`src/rtl/ioc_pkg.sv`:
```
package ioc_pkg;
  localparam int OP_CNT = 6;

  typedef struct packed {
    logic inp;
    logic outp;
    logic ski;
    logic sko;
    logic ion;
    logic iof;
  } io_op_t;
endpackage

```
`src/rtl/ioc_decode.sv`:
```
module ioc_decode
  import ioc_pkg::*;
(
  input  logic              io_exec,
  input  logic [OP_CNT-1:0] io_field,
  output io_op_t            ops
);
  logic [OP_CNT-1:0] gated;

  generate
    for (genvar g = 0; g < OP_CNT; g++) begin : g_gate
      assign gated[g] = io_exec & io_field[g];
    end
  endgenerate

  assign ops = io_op_t'(gated);
endmodule

```
`src/rtl/ioc_flags.sv`:
```
module ioc_flags #(
  parameter int DATA_W = 8
) (
  input  logic              clk,
  input  logic              rst_n,
  input  logic              inp_op,
  input  logic              out_op,
  input  logic              kbd_valid,
  input  logic [DATA_W-1:0] kbd_data,
  output logic              kbd_ready,
  input  logic [DATA_W-1:0] acc_lo,
  input  logic              prn_accept,
  output logic              prn_valid,
  output logic [DATA_W-1:0] prn_data,
  output logic [DATA_W-1:0] rx_data,
  output logic              fgi,
  output logic              fgo
);
  logic              fgi_q, fgi_d, fgo_q, fgo_d;
  logic [DATA_W-1:0] rx_q, rx_d, tx_q, tx_d;
  logic              rx_take, tx_done;

  assign kbd_ready = ~fgi_q & ~inp_op;
  assign prn_valid = ~fgo_q & ~out_op;
  assign rx_take   = kbd_valid & kbd_ready;
  assign tx_done   = prn_accept & prn_valid;

  always_comb begin
    fgi_d = fgi_q;
    fgo_d = fgo_q;
    rx_d  = rx_q;
    tx_d  = tx_q;
    if (rx_take) begin
      fgi_d = 1'b1;
      rx_d  = kbd_data;
    end
    if (inp_op)  fgi_d = 1'b0;
    if (tx_done) fgo_d = 1'b1;
    if (out_op) begin
      fgo_d = 1'b0;
      tx_d  = acc_lo;
    end
  end

  always_ff @(posedge clk or negedge rst_n) begin
    if (!rst_n) begin
      fgi_q <= 1'b0;
      fgo_q <= 1'b1;
      rx_q  <= '0;
      tx_q  <= '0;
    end else begin
      fgi_q <= fgi_d;
      fgo_q <= fgo_d;
      if (rx_take) rx_q <= rx_d;
      if (out_op)  tx_q <= tx_d;
    end
  end

  assign prn_data = tx_q;
  assign rx_data  = rx_q;
  assign fgi      = fgi_q;
  assign fgo      = fgo_q;

  AST_INP_CLEARS_FLAG: assert property (@(posedge clk) disable iff (!rst_n)
    inp_op |=> !fgi);
  AST_OUT_CLEARS_FLAG: assert property (@(posedge clk) disable iff (!rst_n)
    out_op |=> (!fgo && prn_data == $past(acc_lo)));
  AST_KBD_LOAD_SETS: assert property (@(posedge clk) disable iff (!rst_n)
    (kbd_valid && kbd_ready) |=> (fgi && rx_data == $past(kbd_data)));
  AST_PRN_TAKE_SETS: assert property (@(posedge clk) disable iff (!rst_n)
    (prn_accept && prn_valid) |=> fgo);
  AST_RX_HELD: assert property (@(posedge clk) disable iff (!rst_n)
    fgi |=> $stable(rx_data));
endmodule

```
`src/rtl/ioc_irq.sv`:
```
module ioc_irq #(
  parameter int SC_W = 4
) (
  input  logic            clk,
  input  logic            rst_n,
  input  logic            ion_op,
  input  logic            iof_op,
  input  logic            fgi,
  input  logic            fgo,
  input  logic [SC_W-1:0] sc_val,
  output logic            ien,
  output logic            irq_cycle,
  output logic            rt0,
  output logic            rt1,
  output logic            rt2
);
  localparam logic [SC_W-1:0] STEP0 = SC_W'(0);
  localparam logic [SC_W-1:0] STEP1 = SC_W'(1);
  localparam logic [SC_W-1:0] STEP2 = SC_W'(2);

  logic ien_q, ien_d, r_q, r_d, past_fetch;

  assign rt0        = r_q & (sc_val == STEP0);
  assign rt1        = r_q & (sc_val == STEP1);
  assign rt2        = r_q & (sc_val == STEP2);
  assign past_fetch = sc_val > STEP2;

  always_comb begin
    ien_d = ien_q;
    r_d   = r_q;
    if (ion_op) ien_d = 1'b1;
    if (iof_op || rt2) ien_d = 1'b0;
    if (ien_q && (fgi || fgo) && past_fetch) r_d = 1'b1;
    if (rt2) r_d = 1'b0;
  end

  always_ff @(posedge clk or negedge rst_n) begin
    if (!rst_n) begin
      ien_q <= 1'b0;
      r_q   <= 1'b0;
    end else begin
      ien_q <= ien_d;
      r_q   <= r_d;
    end
  end

  assign ien       = ien_q;
  assign irq_cycle = r_q;

  AST_ION_SETS: assert property (@(posedge clk) disable iff (!rst_n)
    (ion_op && !iof_op && !rt2) |=> ien);
  AST_IOF_CLEARS: assert property (@(posedge clk) disable iff (!rst_n)
    iof_op |=> !ien);
  AST_R_RAISE: assert property (@(posedge clk) disable iff (!rst_n)
    (ien && (fgi || fgo) && past_fetch) |=> irq_cycle);
  AST_RT2_ENDS: assert property (@(posedge clk) disable iff (!rst_n)
    rt2 |=> (!irq_cycle && !ien));
  AST_STEP_ONEHOT: assert property (@(posedge clk) disable iff (!rst_n)
    $onehot0({rt0, rt1, rt2}));
endmodule

```
`src/rtl/io_intr_ctrl.sv`:
```
module io_intr_ctrl
  import ioc_pkg::*;
#(
  parameter int DATA_W = 8,
  parameter int SC_W   = 4
) (
  input  logic              clk,
  input  logic              rst_n,
  input  logic              io_exec,
  input  logic [5:0]        io_field,
  input  logic [SC_W-1:0]   sc_val,
  input  logic [DATA_W-1:0] acc_lo,
  input  logic              kbd_valid,
  input  logic [DATA_W-1:0] kbd_data,
  output logic              kbd_ready,
  input  logic              prn_accept,
  output logic              prn_valid,
  output logic [DATA_W-1:0] prn_data,
  output logic              ac_wr_lo,
  output logic [DATA_W-1:0] ac_wr_data,
  output logic              pc_inc,
  output logic              pc_clr,
  output logic              sc_clr,
  output logic              ar_clr,
  output logic              tr_ld_pc,
  output logic              mem_wr_tr,
  output logic              in_flag,
  output logic              out_flag,
  output logic              ien,
  output logic              irq_cycle
);
  io_op_t ops;
  logic   fgi, fgo, rt0, rt1, rt2;

  ioc_decode u_dec (
    .io_exec (io_exec),
    .io_field(io_field),
    .ops     (ops)
  );

  ioc_flags #(.DATA_W(DATA_W)) u_flags (
    .clk       (clk),
    .rst_n     (rst_n),
    .inp_op    (ops.inp),
    .out_op    (ops.outp),
    .kbd_valid (kbd_valid),
    .kbd_data  (kbd_data),
    .kbd_ready (kbd_ready),
    .acc_lo    (acc_lo),
    .prn_accept(prn_accept),
    .prn_valid (prn_valid),
    .prn_data  (prn_data),
    .rx_data   (ac_wr_data),
    .fgi       (fgi),
    .fgo       (fgo)
  );

  ioc_irq #(.SC_W(SC_W)) u_irq (
    .clk      (clk),
    .rst_n    (rst_n),
    .ion_op   (ops.ion),
    .iof_op   (ops.iof),
    .fgi      (fgi),
    .fgo      (fgo),
    .sc_val   (sc_val),
    .ien      (ien),
    .irq_cycle(irq_cycle),
    .rt0      (rt0),
    .rt1      (rt1),
    .rt2      (rt2)
  );

  assign ac_wr_lo  = ops.inp;
  assign pc_inc    = (ops.ski & fgi) | (ops.sko & fgo) | rt2;
  assign pc_clr    = rt1;
  assign sc_clr    = io_exec | rt2;
  assign ar_clr    = rt0;
  assign tr_ld_pc  = rt0;
  assign mem_wr_tr = rt1;
  assign in_flag   = fgi;
  assign out_flag  = fgo;

  AST_IDLE_QUIET: assert property (@(posedge clk) disable iff (!rst_n)
    (!io_exec && !irq_cycle) |-> !(ac_wr_lo || pc_inc || sc_clr));
  AST_SKIP_NEEDS_FLAG: assert property (@(posedge clk) disable iff (!rst_n)
    (pc_inc && !irq_cycle) |-> (in_flag || out_flag));
  AST_MEM_PC_PAIR: assert property (@(posedge clk) disable iff (!rst_n)
    mem_wr_tr |-> (pc_clr && !ar_clr));
endmodule

```
`config.mk`:
```
export PLATFORM = sky130hd
export DESIGN_NAME = io_intr_ctrl
export DESIGN_NICKNAME = d
export VERILOG_FILES = /design/src/rtl/ioc_pkg.sv /design/src/rtl/ioc_decode.sv /design/src/rtl/ioc_flags.sv /design/src/rtl/ioc_irq.sv /design/src/rtl/io_intr_ctrl.sv
export SDC_FILE = /design/constraint.sdc
export NUM_CORES = 1
export LEC_CHECK = 0
export CORE_ASPECT_RATIO = 1.25
export CORE_MARGIN = 2
export CORE_UTILIZATION = 37
export DETAILED_ROUTE_END_ITERATION = 10
export PLACE_DENSITY = 0.91
export SYNTH_ARGS = -nofsm -noshare
export SYNTH_HDL_FRONTEND = slang
export SYNTH_HIERARCHICAL = 1
export SYNTH_SLANG_ARGS = --single-unit
export TNS_END_PERCENT = 20
```
`constraint.sdc`:
```
create_clock -name clk -period 2.81 [get_ports clk]
set_input_delay 0.281 -clock clk [delete_from_list [all_inputs] [get_ports clk]]
set_output_delay 0.281 -clock clk [all_outputs]
set_load 0.03 [all_outputs]
```
# Yosys cells after proc, flatten, opt, wreduce, memory -nomap -nowiden
# Cells that the tools add are included.
[word_totals] reg_bits=20 output_inout_bits=29 wordCells=48 inputBits=31
[op_classes] bitwise_logic=22 n_lt_le_gt_ge=1 n_reduce_logical=9 eq_ne=2 mux=8
[ops] op="$and A1 B1 Y1" n=15
[ops] op="$mux W1" n=8
[ops] op="$reduce_bool A2 Y1" n=4
[ops] op="$eq A4 B1 Y1 const B" n=1
[ops] op="$eq A4 B2 Y1 const B" n=1
[ops] op="$gt A4 B2 Y1 const B" n=1
[ops] op="$logic_not A4 Y1" n=1
[ops] op="$not A1 Y1" n=4
[ops] op="$or A1 B1 Y1" n=3
[ops] op="$logic_and A1 B1 Y1" n=2
[ops] op="$logic_or A1 B1 Y1" n=2

# Logic depth before layout (Yosys ltp)
# Gate-level depths: netlist of run 1.
[depth] ltp_word=6 depth_mapped=3 depth_no_buf=3

# Modules after synthesis
# Netlist of run 1, hierarchy kept.
[modules_own_cells] module="ioc_flags" cells_per_inst=42 area_each_um2=678.2 instances=1
[modules_own_cells] module="ioc_irq" cells_per_inst=13 area_each_um2=126.4 instances=1
[modules_own_cells] module="ioc_decode" cells_per_inst=6 area_each_um2=37.5 instances=1
[modules_own_cells] module="io_intr_ctrl" cells_per_inst=4 area_each_um2=31.3 instances=1

# Worst setup path before layout of run 1
# OpenSTA, ideal clock, no wires.
[synth_timing] path_kind="register to output" startpoint="reg u_irq.r_q (netlist: u_irq/irq_cycle)" endpoint="out pc_clr" required_ps=2529 n_path_buf=1 stages_incl_launch_ff=4 t_arrival_ps=2106 path_slack_ps=423 path_cell_list="dfrtp_1 > nand2b_1 > nor4b_1 > buf_4"
[synth_via] elab_chain_cells=1
[synth_lines] item="from (decl)" line="ioc_irq.sv:21" text="logic ien_q, ien_d, r_q, r_d, past_fetch;"
[synth_lines] item="from (signal assigned)" line="ioc_irq.sv:43" text="r_q <= r_d;"
[synth_lines] item="$and A1 B1 Y1" line="ioc_irq.sv:24" text="assign rt1 = r_q & (sc_val == STEP1);"
[synth_lines] item="to (decl)" line="io_intr_ctrl.sv:22" text="output logic pc_clr,"
# No other way between the ends.

# Final worst setup path of run 1
[layout_timing] startpoint="in sc_val[3]" endpoint="out pc_inc"
[layout_via] elab_chain_cells=3
[layout_lines] item="from (decl)" line="io_intr_ctrl.sv:11" text="input logic [SC_W-1:0] sc_val,"
[layout_lines] item="$eq A4 B2 Y1" line="ioc_irq.sv:25" text="assign rt2 = r_q & (sc_val == STEP2);"
[layout_lines] item="$and A1 B1 Y1" line="ioc_irq.sv:25"
[layout_lines] item="net rt2" line="io_intr_ctrl.sv:33" text="logic fgi, fgo, rt0, rt1, rt2;"
[layout_lines] item="$or A1 B1 Y1" line="io_intr_ctrl.sv:74" text="assign pc_inc = (ops.ski & fgi) | (ops.sko & fgo) | rt2;"
[layout_lines] item="to (decl)" line="io_intr_ctrl.sv:21" text="output logic pc_inc,"
# The timed path passes the listed nets, and every way through them passes these cells.

==> results of run 1 <==
[metal layers]
| metal | GRT usage | vias up | wire [um] | share of wire |
|---|---|---|---|---|
| met1 | 0.177 | 355 | 790 | 0.37 |
| li1 | - | 350 | - | - |
| met5 | 0 | - | 0 | 0 |
| met3 | 0.0307 | 4 | 191 | 0.090 |
| met4 | 0.0952 | 0 | 28 | 0.013 |
| met2 | 0.295 | 37 | 1120 | 0.52 |
[worst reg2reg max path, stage by stage, from the launching register on]
cell	delay, ps
dfrtp_1	470
nor3b_4	420
mux2_2	390
[final cells by class]
type                    count  area (um^2)  area share
well taps                  31         38.8      0.0251
inverters                   1         3.75     0.00243
clock buffers               3         22.5      0.0146
repair buffers             60          598       0.388
multi-input cells          41          348       0.225
clock inverters             1         30.0      0.0195
flip-flops and latches     20          502       0.325
[power breakdown]
part	switching (uW)	total (uW)	leakage, uW	internal, uW
registers	31.8	371	0.000232	340
logic	183	364	0.000356	181
clock network	80.3	224	0.0000279	144
[stage by stage]
stage	cell area, um^2	setup slack [ps]	total power, uW	hold WS [ps]
2_1_floorplan	873	423	562	-14.6
3_3_place_gp	1490	462	735	489
3_5_place_dp	1490	444	746	495
4_1_cts	1540	437	974	480
5_1_grt	1540	377	1010	516
6_report	1540	452	960	454
[flip-flops by register name (all words and copies together) (netlist names)]
name / cells
u_flags/fgi: 1
u_flags/fgo: 1
u_flags/prn_data: 8
u_flags/rx_data: 8
u_irq/ien: 1
u_irq/irq_cycle: 1
[layout by cell type (no fill, tap or decap), drive strengths merged, types with 2 or more instances in the layout]
cell type,count
clkdlybuf4s50,59
dfrtp,19
mux2,16
and2,7
nor2,7
clkbuf,3
nor4,2
a211oi,2
nor4b,2
[cells by family after synthesis]
kind of cell	synth area share
buffers and inverters	0.0272
muxes	0.206
DFF	0.575
AOI/OAI and AO/OA	0.0344
and+or+nand+nor	0.158
[worst paths after layout]
kind,from,endpoint,slack [ps],cells after the start
max,sc_val[3],pc_inc,450,5
min,rst_n,u_flags/rx_data[6],450,1
max reg2reg,u_flags/fgi,u_flags/rx_data[5],1430,2
min reg2reg,u_flags/rx_data[0],u_flags/rx_data[0],520,1
max in group asynchronous,rst_n,u_flags/prn_data[7],1850,1
min in group clk,u_flags/rx_data[0],u_flags/rx_data[0],520,1
==> out/qor.yml, run 1 <==
sta:
  hold_viol: 0
  slew_headroom: 0.452
  maxSlewViolCount: 0
  tightest_slew_ps: 819
  setup_viol: 0
  fmax_ghz: 0.424
  skew_ps: 2.17
  post-route-min-period_ps: 2360
  min_period_over_period: 0.839
  fin_tns_setup_ps: 0
  rsz0062_at_grt: "false"
clocking:
  hold_buffers: 0
  cts_root_buf: "clkbuf_4"
  clock_path_buffers: 2
  htree_levels: 1
  cts_sinks: 20
  cts_resized: 0
  numCtsBuffers: 3
  cts_setup_buffers: 0
  cts_tree: "built"
  clk_pin_slew_ps: 110
  clk_latency_ps: 290
logic_synthesis:
  yosysWarningCount: 6
  yosys.area.top_type: "dfrtp_1"
  synth_edf_count: 0
  synthCells: 65
  synth_top_cells_by_count: "dfrtp_1 (19), mux2_2 (16), and2_1 (7), nor2_1 (7)"
  syn_area_um2: 873
  synth_nets: 96
  synth_cell_types: 17
  postSynth.asyncResetShare: 1.00
  synthTopCellsByArea: "dfrtp_1 (54%), mux2_2 (21%), and2_1 (5.0%), dfstp_2 (3.0%), nor2_1 (3.0%)"
  synth_seq_cells: 20
  yosysSeqAreaShare: 0.574
  synth_top_area_frac: 0.544
  syn_avg_cell_area_um2: 13.4
  synth_flop_cell: "dfrtp_1"
  synth_most_common_cell: "dfrtp_1"
global_routing:
  grt_pass1_wl_um: 3240
  antenna_found_initial: 0
  track_usage: 0.168
  grt_pass1_vias: 770
  grt_max_degree: 21
  overflow: 0
floorplan:
  coreArea_um2: 2210
  rows: 19
  die_area_um2: 2770
  ioPinCount: 60
  start_util: 0.395
  dieWidth_um: 47.5
  die_h_um: 58.3
detailed_routing:
  num_vias: 746
  first_pass_iters: 2
  drc_errors: 0
  routed_wl_um: 2130
  route.detailed.wl_per_inst_um: 13.6
  vias_per_cell: 4.75
  drt_iter0_markers: 5
  final_antenna_net_count: 0
setup_path:
  required_ps: 2530
  startpoint_type: "primary input"
  cp_num_buf_inv: 2
  endpoint_kind: "output pin"
  cp_data_arrival_time_ps: 2080
  path_delay_family: "buffers and inverters"
  slowest_delay_ps: 660
  critPathSlowestCell: "clkdlybuf4s50_1"
  path_max_fanout: 4
  crit_chain: "clkdlybuf4s50_1, nor4b_2, and2_1, a221o_1, clkdlybuf4s50_1"
  crit_top_cell: "clkdlybuf4s50_1"
  critPathKind: "primary input to output pin"
final_layout:
  syn_to_final_growth_pct: 76.6
  nFillCells: 169
  drive_gt1_frac: 0.198
  diodes: 0
  fin_nets: 158
  post-route-util: 0.698
  instances_no_fill: 157
place:
  post-place-cells: 153
  place_congestion: 0.676
  portBuffers: 59
  hpwl_um: 1790
worst_hold_path:
  min_path_type: "primary input to asynchronous set/reset pin"
pwr:
  power_leakage_uw: 0.000616
  irDropWorstVdd_uv: 457
  p_per_area_nw_per_um2: 622
run:
  maxCapViolCount: 0
outcome:
  outcome: "finished clean"
Note: power is estimated with default switching activity, not from simulation.
==> inputs of run 2 (changes only) <==
--- a/config.mk
+++ b/config.mk
@@ -7,9 +7,9 @@
 export LEC_CHECK = 0
 export CORE_ASPECT_RATIO = 1.25
 export CORE_MARGIN = 2
-export CORE_UTILIZATION = 37
+export CORE_UTILIZATION = 34
 export DETAILED_ROUTE_END_ITERATION = 10
-export PLACE_DENSITY = 0.91
+export PLACE_DENSITY = 0.85
 export SYNTH_ARGS = -nofsm -noshare
 export SYNTH_HDL_FRONTEND = slang
 export SYNTH_HIERARCHICAL = 1
==> constraint.sdc (replaced) <==
create_clock -name clk -period 2.4 [get_ports clk]
set_input_delay 0.24 -clock clk [delete_from_list [all_inputs] [get_ports clk]]
set_output_delay 0.24 -clock clk [all_outputs]
set_load 0.03 [all_outputs]
==> run 2 against run 1 <==
Effect of this change: utilization is 6.8 points lower; combinational power is 19% higher; global-route usage hardly changed; total power is 10% higher; clock power is 14% lower; sequential power is 17% higher; cell area is 0.89% lower; non-clock buffer count stayed put; first-iteration DRC count is 20% lower; critical path type unchanged; critical endpoint unchanged; largest power group unchanged.
==> out/qor.yml, run 2 (synthesis results as in run 1) <==
detailed_routing:
  num_vias: 755  # was 746
  route.detailed.wl_per_inst_um: 15.1  # was 13.6 um
  first_pass_iters: 2  # unchanged
  routed_wl_um: 2400  # was 2130 um
  vias_per_cell: 4.75  # about the same
  drc_errors: 0  # unchanged
  drt_iter0_markers: 4  # was 5
  final_antenna_net_count: 0  # unchanged
clocking:
  cts_root_buf: "clkbuf_4"  # unchanged
  cts_setup_buffers: 0  # unchanged
  cts_sinks: 20  # unchanged
  cts_tree: "built"  # unchanged
  numCtsBuffers: 3  # unchanged
  clock_path_buffers: 2  # unchanged
  cts_resized: 0  # unchanged
  clk_latency_ps: 300  # was 290 ps
  clk_pin_slew_ps: 110  # about the same
  htree_levels: 1  # unchanged
  hold_buffers: 0  # unchanged
sta:
  tightest_slew_ps: 886  # was 819 ps
  hold_viol: 0  # unchanged
  slew_headroom: 0.408  # was 0.452
  skew_ps: 8.05  # was 2.17 ps
  setup_viol: 0  # unchanged
  rsz0062_at_grt: "false"  # unchanged
  maxSlewViolCount: 0  # unchanged
  fin_tns_setup_ps: 0  # unchanged
  min_period_over_period: 0.952
  post-route-min-period_ps: 2280
  fmax_ghz: 0.438
floorplan:
  die_area_um2: 2990  # was 2770 um^2
  dieWidth_um: 49.3  # was 47.5 um
  rows: 20  # was 19
  ioPinCount: 60  # unchanged
  start_util: 0.360  # was 0.395
  die_h_um: 60.7  # was 58.3 um
  coreArea_um2: 2430  # was 2210 um^2
place:
  dpl_cell_area_um2: 1490  # about the same
  hpwl_um: 1960  # was 1790 um
  place_congestion: 0.677  # was 0.676
  portBuffers: 59  # unchanged
final_layout:
  layout_commonest_cell: "clkdlybuf4s50_1"  # unchanged
  nFillCells: 206  # was 169
  fin_nets: 158  # unchanged
  drive_gt1_frac: 0.198  # unchanged
  syn_to_final_growth_pct: 75.1  # was 76.6%
  final_cell_mix: "clkdlybuf4s50_1 (59), dfrtp_1 (19), mux2_2 (16)"  # unchanged
  diodes: 0  # unchanged
  fin_area_um2: 1530  # was 1540 um^2
pwr:
  p_per_area_nw_per_um2: 692  # was 622 nW/um^2
  p_int_uw: 703  # was 665 uW
  power_frac_seq: 0.411  # was 0.387
  p_clk_frac: 0.181  # was 0.234
  power_leakage_uw: 0.000609  # was 0.000616 uW
  irDropWorstVdd_uv: 449  # was 457 uV
  comb_power_share: 0.408  # was 0.379
  swShare: 0.336  # was 0.307
  p_switching_uw: 356  # was 295 uW
setup_path:
  required_ps: 2160  # was 2530 ps
  startpoint_type: "primary input"  # unchanged
  critPathKind: "primary input to output pin"  # unchanged
  cp_data_arrival_time_ps: 2040  # was 2080 ps
  path_max_fanout: 3  # was 4
  endpoint_kind: "output pin"  # unchanged
global_routing:
  grt_max_degree: 21  # unchanged
  track_usage: 0.168  # about the same
  antenna_found_initial: 0  # unchanged
  grt_pass1_wl_um: 3720  # was 3240 um
  grt_pass1_vias: 793  # was 770
  overflow: 0  # unchanged
worst_hold_path:
  min_path_type: "primary input to asynchronous set/reset pin"  # unchanged
run:
  maxCapViolCount: 0  # unchanged
outcome:
  outcome: "finished clean"  # unchanged
run 2: metal layers:
metal	track usage	share of wire
met1	0.174	0.36
met2	0.330	0.57
met3	0.0246	0.052
met4	0.0857	0.021
met5	0	0
run 2: worst paths after layout:
path	start	endpoint	slack, ps	depth (start not counted)
worst min-delay path	rst_n	u_flags/fgi	430	1
min in group clk	prn_accept	u_flags/fgo	500	3
worst min register to register	u_flags/prn_data[5]	u_flags/prn_data[5]	520	1
worst max register to register	u_flags/fgi	u_flags/rx_data[2]	970	2
worst max-delay path	sc_val[0]	pc_inc	120	5
max in group asynchronous	rst_n	u_flags/prn_data[3]	1420	1
run 2: per-stage QoR:
step,hold slack [ps],worst slack (ps),instances,util,power (uW)
final,431,116,159,0.630,1060
after floorplan,-55.6,53.9,65,-,657
after detailed placement,496,99.5,155,0.615,878
after CTS,454,95.3,159,0.630,1070
after global placement,488,158,155,0.615,862
after global routing,500,10.3,159,0.630,1110
run 2: area by class of cell:
class | count | area, um^2 | share of cell area
clock buffers | 4 | 36.3 | 0.0237
inverters | 1 | 3.75 | 0.00245
multi-input cells | 41 | 348 | 0.227
flip-flops and latches | 20 | 502 | 0.328
well taps | 33 | 41.3 | 0.0270
repair buffers | 60 | 598 | 0.391
run 2: power groups by stage:
stage	combinational (uW)	sequential, uW	clock, uW
floorplan	97.4	560	0
global placement	425	437	0
detailed placement	436	442	0
CTS	437	436	200
global route	452	444	213
finish	432	435	192
run 2: critical path, stage by stage:
cell             delay (ps)
clkdlybuf4s50_1         460
nor4b_2                 390
and2_1                  190
a221o_1                 100
clkdlybuf4s50_1         660
==> inputs of run 3 (changes only) <==
--- a/config.mk
+++ b/config.mk
@@ -6,10 +6,11 @@
 export NUM_CORES = 1
 export LEC_CHECK = 0
 export CORE_ASPECT_RATIO = 1.25
-export CORE_MARGIN = 2
+export CORE_MARGIN = 5
 export CORE_UTILIZATION = 34
 export DETAILED_ROUTE_END_ITERATION = 10
 export PLACE_DENSITY = 0.85
+export SLEW_MARGIN = 20
 export SYNTH_ARGS = -nofsm -noshare
 export SYNTH_HDL_FRONTEND = slang
 export SYNTH_HIERARCHICAL = 1
==> run 3 against run 2 <==
Effect of this change: non-clock buffer count is the same; critical path depth unchanged; global-route usage shrank 3.7 points; clock power fell by 19%; largest cell class unchanged; largest power group unchanged.
==> out/qor.yml, run 3 (synthesis results as in run 1) <==
pwr:
  power_leakage_uw: 0.000603  # was 0.000609 uW
  irDropWorstVdd_uv: 496  # was 449 uV
  p_per_area_nw_per_um2: 672  # was 692 nW/um^2
floorplan:
  coreArea_um2: 2450  # was 2430 um^2
  rows: 20  # unchanged
  start_util: 0.356  # was 0.360
  ioPinCount: 60  # unchanged
  dieWidth_um: 55.3  # was 49.3 um
  die_h_um: 66.7  # was 60.7 um
  die_area_um2: 3690  # was 2990 um^2
sta:
  rsz0062_at_grt: "false"  # unchanged
  min_period_over_period: 0.952  # about the same
  post-route-min-period_ps: 2280  # about the same
  skew_ps: 9.37  # was 8.05 ps
  fmax_ghz: 0.438  # about the same
  slew_headroom: 0.422  # was 0.408
  setup_viol: 0  # unchanged
  maxSlewViolCount: 0  # unchanged
  hold_viol: 0  # unchanged
  fin_tns_setup_ps: 0  # unchanged
  tightest_slew_ps: 864  # was 886 ps
  holdWs_ps: 430  # was 431 ps
detailed_routing:
  route.detailed.wl_per_inst_um: 14.7  # was 15.1 um
  vias_per_cell: 4.60  # was 4.75
  num_vias: 731  # was 755
  routed_wl_um: 2330  # was 2400 um
  first_pass_iters: 2  # unchanged
  final_antenna_net_count: 0  # unchanged
  drc_errors: 0  # unchanged
  drt_iter0_markers: 9  # was 4
setup_path:
  cp_data_arrival_time_ps: 2040  # about the same
  required_ps: 2160  # about the same
  reg2reg_slack_ps: 970  # about the same
  critPathSlowestCell: "clkdlybuf4s50_1"  # unchanged
  slowest_delay_ps: 670  # was 660 ps
  startpoint_type: "primary input"  # unchanged
  crit_top_cell: "clkdlybuf4s50_1"  # unchanged
  crit_chain: "clkdlybuf4s50_1, nor4b_2, and2_1, a221o_1, clkdlybuf4s50_1"  # unchanged
  reg2reg_to: "u_flags/rx_data[3]"  # was u_flags/rx_data[2]
  path_delay_family: "buffers and inverters"  # unchanged
  critPathKind: "primary input to output pin"  # unchanged
  r2r_cells: 2  # unchanged
  path_max_fanout: 4  # was 3
  worstSetupPathDepth: 5  # unchanged
  r2r_start: "u_flags/fgi"  # unchanged
  endpoint_kind: "output pin"  # unchanged
  cp_num_buf_inv: 2  # unchanged
final_layout:
  fin_area_um2: 1520  # was 1530 um^2
  layout_commonest_cell: "clkdlybuf4s50_1"  # unchanged
  nFillCells: 214  # was 206
  syn_to_final_growth_pct: 73.9  # was 75.1%
  seq_area_um2: 502  # unchanged
  fin_nets: 158  # unchanged
  diodes: 0  # unchanged
  multi_input_area_um2: 348  # unchanged
  post-route-util: 0.619  # was 0.630
  drive_gt1_frac: 0.190  # was 0.198
  final_cell_mix: "clkdlybuf4s50_1 (59), dfrtp_1 (19), mux2_2 (16)"  # unchanged
  instances_no_fill: 159  # unchanged
global_routing:
  track_usage: 0.131  # was 0.168
  antenna_found_initial: 0  # unchanged
  grt_max_degree: 21  # unchanged
  grt_pass1_wl_um: 3840  # was 3720 um
  grt_pass1_vias: 834  # was 793
  overflow: 0  # unchanged
place:
  dpl_cell_area_um2: 1490  # unchanged
  portBuffers: 59  # unchanged
  hpwl_um: 1980  # was 1960 um
  post-place-cells: 155  # unchanged
  place_congestion: 0.766  # was 0.677
clocking:
  cts_setup_buffers: 0  # unchanged
  numCtsBuffers: 3  # unchanged
  cts_resized: 0  # unchanged
  cts_root_buf: "clkbuf_4"  # unchanged
  clock_path_buffers: 2  # unchanged
  htree_levels: 1  # unchanged
  clk_pin_slew_ps: 110  # about the same
  cts_sinks: 20  # unchanged
  cts_tree: "built"  # unchanged
  hold_buffers: 0  # unchanged
  clk_latency_ps: 290  # was 300 ps
outcome:
  outcome: "finished clean"  # unchanged
worst_hold_path:
  min_path_type: "primary input to asynchronous set/reset pin"  # unchanged
run:
  maxCapViolCount: 0  # unchanged
-- run 3: cell counts in the layout (fill, tap and decap cells not counted) --
No cell type changed its count.
-- run 3: routing by layer --
metal,global-route usage,routed length [um]
met5,0,0
met4,0.0456,0
met3,0.0368,138
met2,0.240,1270
met1,0.144,929
-- run 3: power breakdown --
part,internal [uW],switching (uW),leakage (uW),total (uW)
Clock,64.5,91.8,0.0000150,156
Sequential,397,35.1,0.000232,433
Combinational,212,219,0.000356,431
Total,674,346,0.000603,1020
-- run 3: layout make-up --
type                       instances  area share
inverter                           1     0.00247
clock buffer                       4      0.0173
multi-input combinational         41       0.229
tap                               33      0.0272
sequential                        20       0.330
timing repair buffer              60       0.394
-- run 3: worst max path at each step --
stage | from | endpoint
after floorplan | u_irq/irq_cycle | pc_clr
after global placement | sc_val[3] | pc_inc
after detailed placement | sc_val[3] | pc_inc
after CTS | sc_val[3] | pc_inc
after global routing | sc_val[3] | pc_inc
final | sc_val[3] | pc_inc
-- run 3: stage by stage --
step,power [uW],setup WS [ps]
2_1_floorplan,657,53.9
3_3_place_gp,866,154
3_5_place_dp,877,112
4_1_cts,1040,106
5_1_grt,1070,37.2
6_report,1020,116
